[src/rtl/refill_pkg.sv]
package refill_pkg;
  typedef enum logic [2:0] {W_IDLE, W_DESC, W_CHECK, W_ENTRY, W_NEXT} walk_t;

  typedef enum logic [1:0] {
    SEL_DESC = 2'd0,
    SEL_ICLR = 2'd1,
    SEL_ESET = 2'd2,
    SEL_ECLR = 2'd3
  } sel_t;

  localparam int IRQ_PTR  = 1;
  localparam int IRQ_AREA = 2;
  localparam int IRQ_LAST = 4;
  localparam int IRQ_W    = 8;
  localparam int ALIGN_B  = 4;

  typedef struct packed {
    logic [7:0] y1;
    logic [7:0] x1;
    logic [7:0] y0;
    logic [7:0] x0;
  } area_t;
endpackage

[src/rtl/refill_rect.sv]
module refill_rect #(
  parameter int XW = 3,
  parameter int YW = 3
) (
  input  logic          clk,
  input  logic          rst,
  input  logic          load,
  input  logic          step,
  input  logic [XW-1:0] x0,
  input  logic [YW-1:0] y0,
  input  logic [XW-1:0] x1,
  input  logic [YW-1:0] y1,
  output logic [XW-1:0] cx,
  output logic [YW-1:0] cy,
  output logic          last
);
  logic [XW-1:0] xlo, xhi;
  logic [YW-1:0] yhi;

  always_ff @(posedge clk) begin
    if (rst) begin
      cx  <= '0;
      cy  <= '0;
      xlo <= '0;
      xhi <= '0;
      yhi <= '0;
    end else if (load) begin
      cx  <= x0;
      cy  <= y0;
      xlo <= x0;
      xhi <= x1;
      yhi <= y1;
    end else if (step) begin
      if (cx == xhi) begin
        cx <= xlo;
        cy <= cy + 1'b1;
      end else begin
        cx <= cx + 1'b1;
      end
    end
  end

  assign last = (cx == xhi) && (cy == yhi);
endmodule

[src/rtl/refill_walker.sv]
module refill_walker
  import refill_pkg::*;
#(
  parameter int AW  = 32,
  parameter int XW  = 3,
  parameter int YW  = 3,
  parameter int IDW = 2,
  parameter int DW  = 32
) (
  input  logic           clk,
  input  logic           rst,
  input  logic           start,
  input  logic           abort,
  input  logic [AW-1:0]  start_ptr,
  output logic           mem_req,
  output logic [AW-1:0]  mem_addr,
  input  logic           mem_rvalid,
  input  logic [DW-1:0]  mem_rdata,
  output logic           tbl_we,
  output logic [IDW-1:0] tbl_id,
  output logic [XW-1:0]  tbl_x,
  output logic [YW-1:0]  tbl_y,
  output logic [DW-1:0]  tbl_data,
  output logic [3:0]     status,
  output logic           ev_ptr,
  output logic           ev_area,
  output logic           ev_last
);
  localparam int TBL_W = 1 << XW;
  localparam int TBL_H = 1 << YW;

  walk_t         state;
  logic [1:0]    widx;
  logic [AW-1:0] ptr, nxt, dptr, eaddr;
  area_t         area;
  logic [DW-1:0] ctrl;
  logic          ready, valid, done, err;

  logic [XW-1:0] cx;
  logic [YW-1:0] cy;
  logic          rlast, rload, rstep;
  logic          start_ok, start_mis, in_chk, bad_ptr, bad_area, go;

  always_comb begin
    start_ok  = (state == W_IDLE) && start && ready && !abort;
    start_mis = start_ok && (start_ptr[ALIGN_B-1:0] != '0);
    in_chk    = (state == W_CHECK) && !abort;
    bad_ptr   = (nxt[ALIGN_B-1:0] != '0) || (dptr[ALIGN_B-1:0] != '0);
    bad_area  = (area.x1 < area.x0) || (area.y1 < area.y0) ||
                (int'(area.x1) >= TBL_W) || (int'(area.y1) >= TBL_H);
    ev_ptr    = start_mis || (in_chk && bad_ptr);
    ev_area   = in_chk && !bad_ptr && bad_area;
    go        = in_chk && !bad_ptr && !bad_area && ctrl[0];
    rload     = go;
    rstep     = (state == W_ENTRY) && !abort && mem_rvalid && !rlast;
    ev_last   = (state == W_NEXT) && !abort && (nxt == '0);
  end

  refill_rect #(.XW(XW), .YW(YW)) u_rect (
    .clk  (clk),
    .rst  (rst),
    .load (rload),
    .step (rstep),
    .x0   (area.x0[XW-1:0]),
    .y0   (area.y0[YW-1:0]),
    .x1   (area.x1[XW-1:0]),
    .y1   (area.y1[YW-1:0]),
    .cx   (cx),
    .cy   (cy),
    .last (rlast)
  );

  always_ff @(posedge clk) begin
    if (rst) begin
      state    <= W_IDLE;
      widx     <= '0;
      ptr      <= '0;
      nxt      <= '0;
      dptr     <= '0;
      eaddr    <= '0;
      area     <= '0;
      ctrl     <= '0;
      ready    <= 1'b1;
      valid    <= 1'b0;
      done     <= 1'b0;
      err      <= 1'b0;
      mem_req  <= 1'b0;
      mem_addr <= '0;
      tbl_we   <= 1'b0;
      tbl_id   <= '0;
      tbl_x    <= '0;
      tbl_y    <= '0;
      tbl_data <= '0;
    end else begin
      mem_req <= 1'b0;
      tbl_we  <= 1'b0;
      if (abort) begin
        state <= W_IDLE;
        ready <= 1'b1;
        valid <= 1'b0;
        done  <= 1'b0;
        err   <= 1'b0;
      end else begin
        case (state)
          W_IDLE: begin
            if (start_ok) begin
              ready <= 1'b0;
              valid <= 1'b0;
              done  <= 1'b0;
              if (start_mis) begin
                err <= 1'b1;
              end else begin
                ptr      <= start_ptr;
                widx     <= '0;
                mem_req  <= 1'b1;
                mem_addr <= start_ptr;
                state    <= W_DESC;
              end
            end
          end
          W_DESC: begin
            if (mem_rvalid) begin
              case (widx)
                2'd0:    nxt  <= mem_rdata;
                2'd1:    area <= mem_rdata;
                2'd2:    ctrl <= mem_rdata;
                default: dptr <= mem_rdata;
              endcase
              if (widx == 2'd3) begin
                state <= W_CHECK;
              end else begin
                widx     <= widx + 1'b1;
                mem_req  <= 1'b1;
                mem_addr <= ptr + AW'({widx + 1'b1, 2'b00});
              end
            end
          end
          W_CHECK: begin
            if (ev_ptr || ev_area) begin
              err   <= 1'b1;
              state <= W_IDLE;
            end else if (go) begin
              valid    <= 1'b1;
              eaddr    <= dptr;
              mem_req  <= 1'b1;
              mem_addr <= dptr;
              state    <= W_ENTRY;
            end else begin
              state <= W_NEXT;
            end
          end
          W_ENTRY: begin
            if (mem_rvalid) begin
              tbl_we   <= 1'b1;
              tbl_id   <= ctrl[4 +: IDW];
              tbl_x    <= cx;
              tbl_y    <= cy;
              tbl_data <= mem_rdata;
              if (rlast) begin
                state <= W_NEXT;
              end else begin
                eaddr    <= eaddr + AW'(4);
                mem_req  <= 1'b1;
                mem_addr <= eaddr + AW'(4);
              end
            end
          end
          W_NEXT: begin
            if (ev_last) begin
              done  <= 1'b1;
              ready <= 1'b1;
              state <= W_IDLE;
            end else begin
              ptr      <= nxt;
              widx     <= '0;
              mem_req  <= 1'b1;
              mem_addr <= nxt;
              state    <= W_DESC;
            end
          end
          default: state <= W_IDLE;
        endcase
      end
    end
  end

  assign status = {err, done, valid, ready};
endmodule

[src/rtl/refill_irq.sv]
module refill_irq #(
  parameter int NB = 8
) (
  input  logic          clk,
  input  logic          rst,
  input  logic [NB-1:0] set_vec,
  input  logic [NB-1:0] clr_vec,
  input  logic [NB-1:0] en_set,
  input  logic [NB-1:0] en_clr,
  output logic [NB-1:0] stat,
  output logic [NB-1:0] en,
  output logic          irq
);
  logic [NB-1:0] st_nx, en_nx;

  for (genvar i = 0; i < NB; i++) begin : g_bit
    assign st_nx[i] = set_vec[i] | (stat[i] & ~clr_vec[i]);
    assign en_nx[i] = (en[i] | en_set[i]) & ~en_clr[i];
  end

  always_ff @(posedge clk) begin
    if (rst) begin
      stat <= '0;
      en   <= '0;
      irq  <= 1'b0;
    end else begin
      stat <= st_nx;
      en   <= en_nx;
      irq  <= |(st_nx & en_nx);
    end
  end
endmodule

[src/rtl/refill_engine.sv]
module refill_engine
  import refill_pkg::*;
#(
  parameter int AW  = 32,
  parameter int XW  = 3,
  parameter int YW  = 3,
  parameter int IDW = 2
) (
  input  logic           clk,
  input  logic           rst,
  input  logic           cfg_wr,
  input  logic [1:0]     cfg_sel,
  input  logic [AW-1:0]  cfg_wdata,
  output logic           mem_req,
  output logic [AW-1:0]  mem_addr,
  input  logic           mem_rvalid,
  input  logic [31:0]    mem_rdata,
  output logic           tbl_we,
  output logic [IDW-1:0] tbl_id,
  output logic [XW-1:0]  tbl_x,
  output logic [YW-1:0]  tbl_y,
  output logic [31:0]    tbl_data,
  output logic [3:0]     stat_o,
  output logic [7:0]     irq_stat_o,
  output logic [7:0]     irq_en_o,
  output logic           irq_o
);
  logic              wr_desc, start, abort;
  logic              ev_ptr, ev_area, ev_last;
  logic [IRQ_W-1:0]  set_vec, clr_vec, en_set, en_clr;

  always_comb begin
    wr_desc = cfg_wr && (cfg_sel == SEL_DESC);
    start   = wr_desc && (cfg_wdata != '0);
    abort   = wr_desc && (cfg_wdata == '0);
    set_vec = '0;
    set_vec[IRQ_PTR]  = ev_ptr;
    set_vec[IRQ_AREA] = ev_area;
    set_vec[IRQ_LAST] = ev_last;
    clr_vec = (cfg_wr && cfg_sel == SEL_ICLR) ? cfg_wdata[IRQ_W-1:0] : '0;
    en_set  = (cfg_wr && cfg_sel == SEL_ESET) ? cfg_wdata[IRQ_W-1:0] : '0;
    en_clr  = (cfg_wr && cfg_sel == SEL_ECLR) ? cfg_wdata[IRQ_W-1:0] : '0;
  end

  refill_walker #(.AW(AW), .XW(XW), .YW(YW), .IDW(IDW), .DW(32)) u_walk (
    .clk        (clk),
    .rst        (rst),
    .start      (start),
    .abort      (abort),
    .start_ptr  (cfg_wdata),
    .mem_req    (mem_req),
    .mem_addr   (mem_addr),
    .mem_rvalid (mem_rvalid),
    .mem_rdata  (mem_rdata),
    .tbl_we     (tbl_we),
    .tbl_id     (tbl_id),
    .tbl_x      (tbl_x),
    .tbl_y      (tbl_y),
    .tbl_data   (tbl_data),
    .status     (stat_o),
    .ev_ptr     (ev_ptr),
    .ev_area    (ev_area),
    .ev_last    (ev_last)
  );

  refill_irq #(.NB(IRQ_W)) u_irq (
    .clk     (clk),
    .rst     (rst),
    .set_vec (set_vec),
    .clr_vec (clr_vec),
    .en_set  (en_set),
    .en_clr  (en_clr),
    .stat    (irq_stat_o),
    .en      (irq_en_o),
    .irq     (irq_o)
  );
endmodule

[config.mk]
export PLATFORM = sky130hd
export DESIGN_NAME = refill_engine
export DESIGN_NICKNAME = d
export VERILOG_FILES = /design/src/rtl/refill_pkg.sv /design/src/rtl/refill_rect.sv /design/src/rtl/refill_walker.sv /design/src/rtl/refill_irq.sv /design/src/rtl/refill_engine.sv
export SDC_FILE = /design/constraint.sdc
export NUM_CORES = 1
export LEC_CHECK = 0
export ABC_AREA = 1
export BUFFER_PORTS_ARGS = -buffer_cell sky130_fd_sc_hd__buf_2
export CORE_UTILIZATION = 45
export DETAILED_ROUTE_END_ITERATION = 6
export PLACE_DENSITY_LB_ADDON = 0.1
export SLEW_MARGIN = 40
export SYNTH_ARGS = -nofsm -noshare
export SYNTH_HDL_FRONTEND = slang
export SYNTH_SLANG_ARGS = --single-unit
[constraint.sdc]
create_clock -name clk -period 3.55 [get_ports clk]
set_clock_uncertainty 0.05 [all_clocks]
set_input_delay 0.355 -clock clk [delete_from_list [all_inputs] [get_ports clk]]
set_output_delay 0.355 -clock clk [all_outputs]
set_load 0.02 [all_outputs]
==> flow_summary.rst <==
.. list-table::
   :header-rows: 1

   * - Metric
     - Value
   * - Number of flops mapped to enable cells by yosys
     - 0
   * - Post-Route M1 WL
     - ~23000 um
   * - Maximum resistive drop on vdd
     - 0.496 mV
   * - Fraction of layout instances using a drive strength above 1
     - around an eighth
   * - Chip height
     - between 150 and 200 um
   * - Cell depth of the worst min-delay path
     - 3
   * - Share of Yosys cell area claimed by the top area cell type
     - 39.4%
   * - Placer Congestion
     - ~1
   * - Avg Cell Area, Syn
     - about 6.6 um2
   * - Accumulated negative setup slack
     - 0 ps
   * - Maximum level of the CTS H-tree
     - 1
   * - Clock buffers created by TritonCTS
     - 31
   * - Max layer used
     - met4
   * - Post-synthesis share of cell area spent on full adders, half adders and majority gates
     - 2.27%
   * - Number of detailed-route iterations in the first pass
     - 7
   * - Post-synthesis sequential element count
     - between 200 and 300
   * - Setup Crit Path Kind
     - flip-flop to flip-flop
   * - Final setup violating endpoints
     - 0
   * - Post-synthesis instance total
     - ~2100
   * - Hold Fails Final Rpt
     - 0
   * - Fin crit share
     - 86.8%
   * - Post-Syn Area
     - 14100 um2
   * - Type of origin of the critical path
     - flip-flop
   * - Cell Rows
     - 64
   * - Required @ worst endpoint
     - 3980 ps
   * - Worst slew pin tran
     - between 800 and 900 ps
   * - Routed met2 length
     - about 24000 um
   * - Startpoint of the lowest-slack register-to-register path
     - u_walk.widx[0]
   * - Layout overhead on the synthesized area
     - 16.2%
   * - Post-CTS setup buffer count
     - 0
   * - Simple logic cell fraction of the synthesized area
     - about a quarter
   * - Ratio of routed vias to standard cells
     - around 5.5
   * - Leakage
     - around 6.8 nW
   * - Commonest register cell after synthesis
     - sky130_fd_sc_hd__dfxtp_1
   * - Compound-Gate Fraction of Synth Area
     - ~20%
   * - Multi-input gate area in the final layout
     - ~7000 um2
   * - Status
     - complete, but fails checks
   * - Number of clock sinks
     - between 200 and 300
   * - Cell type contributing the most total cell area after synthesis
     - sky130_fd_sc_hd__dfxtp_1
   * - Violations in the final reports
     - DRC
   * - Most frequent cells after synthesis
     - sky130_fd_sc_hd__nand2_1 (429), sky130_fd_sc_hd__o21ai_0 (281), sky130_fd_sc_hd__dfxtp_1 (278), sky130_fd_sc_hd__inv_1 (270), sky130_fd_sc_hd__nor2_1 (252)
   * - Initial core utilization
     - 45.9%
   * - CTS Root Buffer Type
     - sky130_fd_sc_hd__clkbuf_16
   * - Sequential cell area
     - between 5000 and 6000 um2
   * - Nets
     - 2371
   * - Hold_sp
     - mem_rdata[6]
   * - Vias
     - around 15000
   * - Share of synthesized area spent on multiplexers
     - 0%
   * - # resized after CTS
     - 0
   * - Total nets after synthesis
     - ~2200
   * - Part of the Yosys area used for sequential elements
     - 39.4%
   * - Largest fanout on the critical path
     - 5
   * - Die X
     - roughly 180 um
   * - Half-perimeter wire length after placement
     - about 40000 um
   * - Maximum clock path buffer count
     - 3
   * - Worst max-slew margin expressed relative to the limit
     - around 44%
   * - Worst hold slack after final layout
     - 16.0 ps
   * - End of the worst hold path
     - u_walk.tbl_data[6]
   * - Global-route total usage across every layer
     - roughly 33%
   * - Xor/xnor cell area share of the yosys netlist
     - 0.559%
   * - Top-count cell post-synth
     - sky130_fd_sc_hd__nand2_1
   * - Overflow left after global routing
     - 0
   * - Number of antenna violations at the first check in global routing
     - 1
   * - Final core utilization
     - 53.3%
   * - Setup repair after global routing missed its margin
     - false
   * - Cell types occupying the most area after synthesis
     - sky130_fd_sc_hd__dfxtp_1 (39%), sky130_fd_sc_hd__nand2_1 (11%), sky130_fd_sc_hd__o21ai_0 (10%)
   * - Overall die area
     - roughly 32000 um2
   * - Type of element capturing the critical path
     - flip-flop
   * - Largest net degree at the start of global routing
     - between 70 and 80
   * - Total DRC errors in the routed layout
     - 20
   * - # hold bufs at CTS
     - 0
   * - Arrival time of data at the critical path endpoint
     - 3510 ps
   * - Remaining number of nets flagged by the antenna check after routing
     - 0
   * - Path depth of the worst reg2reg path
     - 14
   * - Fill cells
     - roughly 3300
   * - Flop-to-flop setup slack
     - ~470 ps
   * - Met3 WL post-DR
     - about 3500 um
   * - Core footprint
     - about 31000 um2
   * - WL final
     - around 53000 um
   * - TritonCTS clock tree
     - yes
   * - Iter 0 DRT Violations
     - ~1600
   * - Number of global-route vias before repair
     - between 10000 and 15000
   * - Minimum period implied by the final worst setup slack
     - 3080 ps
   * - Count of port buffers added during placement
     - about 160
   * - Clock latency reported for the late side of the worst-skew pair
     - roughly 590 ps
   * - Number of placed I/O pins
     - around 170
   * - Path category of the worst min-delay check
     - input pin to flip-flop
   * - F_max
     - 324 MHz
   * - Global-route wire length before repair
     - 79000 um
   * - Combinational family with the most area after synthesis
     - simple AND/OR/NAND/NOR gates
   * - Final count of pins violating max slew
     - 0
   * - Diode count
     - 0
   * - Number of warnings printed during yosys synthesis
     - 0
   * - Netlist cell types
     - 43
   * - Clock slew at the register clock pins of the worst setup and hold paths
     - 60 ps
   * - Detail-routed net length per standard cell
     - 19.7 um
   * - Total power per unit cell area
     - about 430 nW/um2
   * - Async set or reset register ratio after synthesis
     - 0%
   * - Number of max-cap violations
     - 0
   * - End of the worst register-to-register path
     - u_walk.mem_addr[18]
[cell usage in the layout (no fill, tap or decap), types with 24 or more instances in the layout]
cell type	count
sky130_fd_sc_hd__ha_1	24
sky130_fd_sc_hd__nand3_1	123
sky130_fd_sc_hd__clkbuf_16	31
sky130_fd_sc_hd__nand2_1	429
sky130_fd_sc_hd__buf_4	33
sky130_fd_sc_hd__o21ai_0	281
sky130_fd_sc_hd__inv_1	269
sky130_fd_sc_hd__a21oi_1	235
sky130_fd_sc_hd__nand4_1	35
sky130_fd_sc_hd__dfxtp_1	278
sky130_fd_sc_hd__nor2_1	252
sky130_fd_sc_hd__buf_2	164
sky130_fd_sc_hd__nor3_1	25
[report_power, final]
part	switching, mW	total (mW)	internal, mW
Clock	1.37	3.48	2.11
Sequential	0.0213	3.17	3.15
Combinational	0.281	0.401	0.120
[kinds of logic after synthesis]
logic type | Yosys count
flip-flops | 278
adder cells (fa/ha/maj) | 25
XOR/XNOR | 9
AND/OR/NAND/NOR | 893
AO/OA/AOI/OAI | 559
buffers and inverters | 385
[critical path, stage by stage, from the launching register on]
cell,delay (ps)
sky130_fd_sc_hd__dfxtp_1,420
sky130_fd_sc_hd__inv_1,120
sky130_fd_sc_hd__ha_1,360
sky130_fd_sc_hd__inv_1,80
sky130_fd_sc_hd__fa_1,490
sky130_fd_sc_hd__inv_1,80
sky130_fd_sc_hd__nand2_1,80
sky130_fd_sc_hd__nor3_2,250
sky130_fd_sc_hd__nand2_1,170
sky130_fd_sc_hd__nor2_1,250
sky130_fd_sc_hd__nand2_1,110
sky130_fd_sc_hd__o211ai_1,200
sky130_fd_sc_hd__nand4_1,160
sky130_fd_sc_hd__nor2_1,130
sky130_fd_sc_hd__nor2_1,60
[stage by stage]
| stage | setup WS (ps) | cells | instance area (um2) | total power, mW |
|---|---|---|---|---|
| after detailed placement | 487 | 2639 | 15300 | 3.63 |
| after CTS | 478 | 2695 | 16400 | 7.08 |
| after global placement | 616 | 2639 | 15300 | 3.63 |
| after global routing | 217 | 2695 | 16400 | 7.26 |
| final | 468 | 2695 | 16400 | 7.06 |
| after floorplan | 1040 | 2149 | 14100 | 3.46 |
[cell type report]
cell class | instances | share of cell area, %
repair buffers | 201 | 7.00
multi-input cells | 1486 | 43.0
clock buffers | 43 | 5.43
well taps | 396 | 3.02
clock inverters | 13 | 1.27
inverters | 278 | 6.38
flip-flops and latches | 278 | 33.9
[layer usage]
layer	track usage, %	vias up
li1	-	7252
met2	53.5	572
met4	11.3	0
met1	44.7	6997
met5	0	-
met3	3.03	100
[worst max-delay path by stage]
stage | depth (start not counted) | start | end
floorplan | 16 | u_walk.widx[0] | u_walk.mem_addr[16]
global placement | 14 | u_walk.widx[0] | u_walk.mem_addr[18]
detailed placement | 14 | u_walk.widx[0] | u_walk.mem_addr[18]
CTS | 14 | u_walk.widx[0] | u_walk.mem_addr[18]
global route | 14 | u_walk.widx[0] | u_walk.mem_addr[18]
finish | 14 | u_walk.widx[0] | u_walk.mem_addr[18]
[registers in the layout, summed over array words and instances, names as in the netlist, 2 cells and up]
name,cells
u_walk.area,32
u_walk.dptr,32
u_walk.eaddr,32
u_walk.mem_addr,32
u_walk.nxt,32
u_walk.ptr,32
u_walk.tbl_data,32
u_irq.en,8
u_irq.stat,8
u_walk.ctrl,3
u_walk.state,3
u_walk.tbl_x,3
u_walk.tbl_y,3
u_walk.u_rect.cx,3
u_walk.u_rect.cy,3
u_walk.u_rect.xhi,3
u_walk.u_rect.xlo,3
u_walk.u_rect.yhi,3
u_walk.tbl_id,2
u_walk.widx,2
Note: power is estimated with default switching activity, not from simulation.
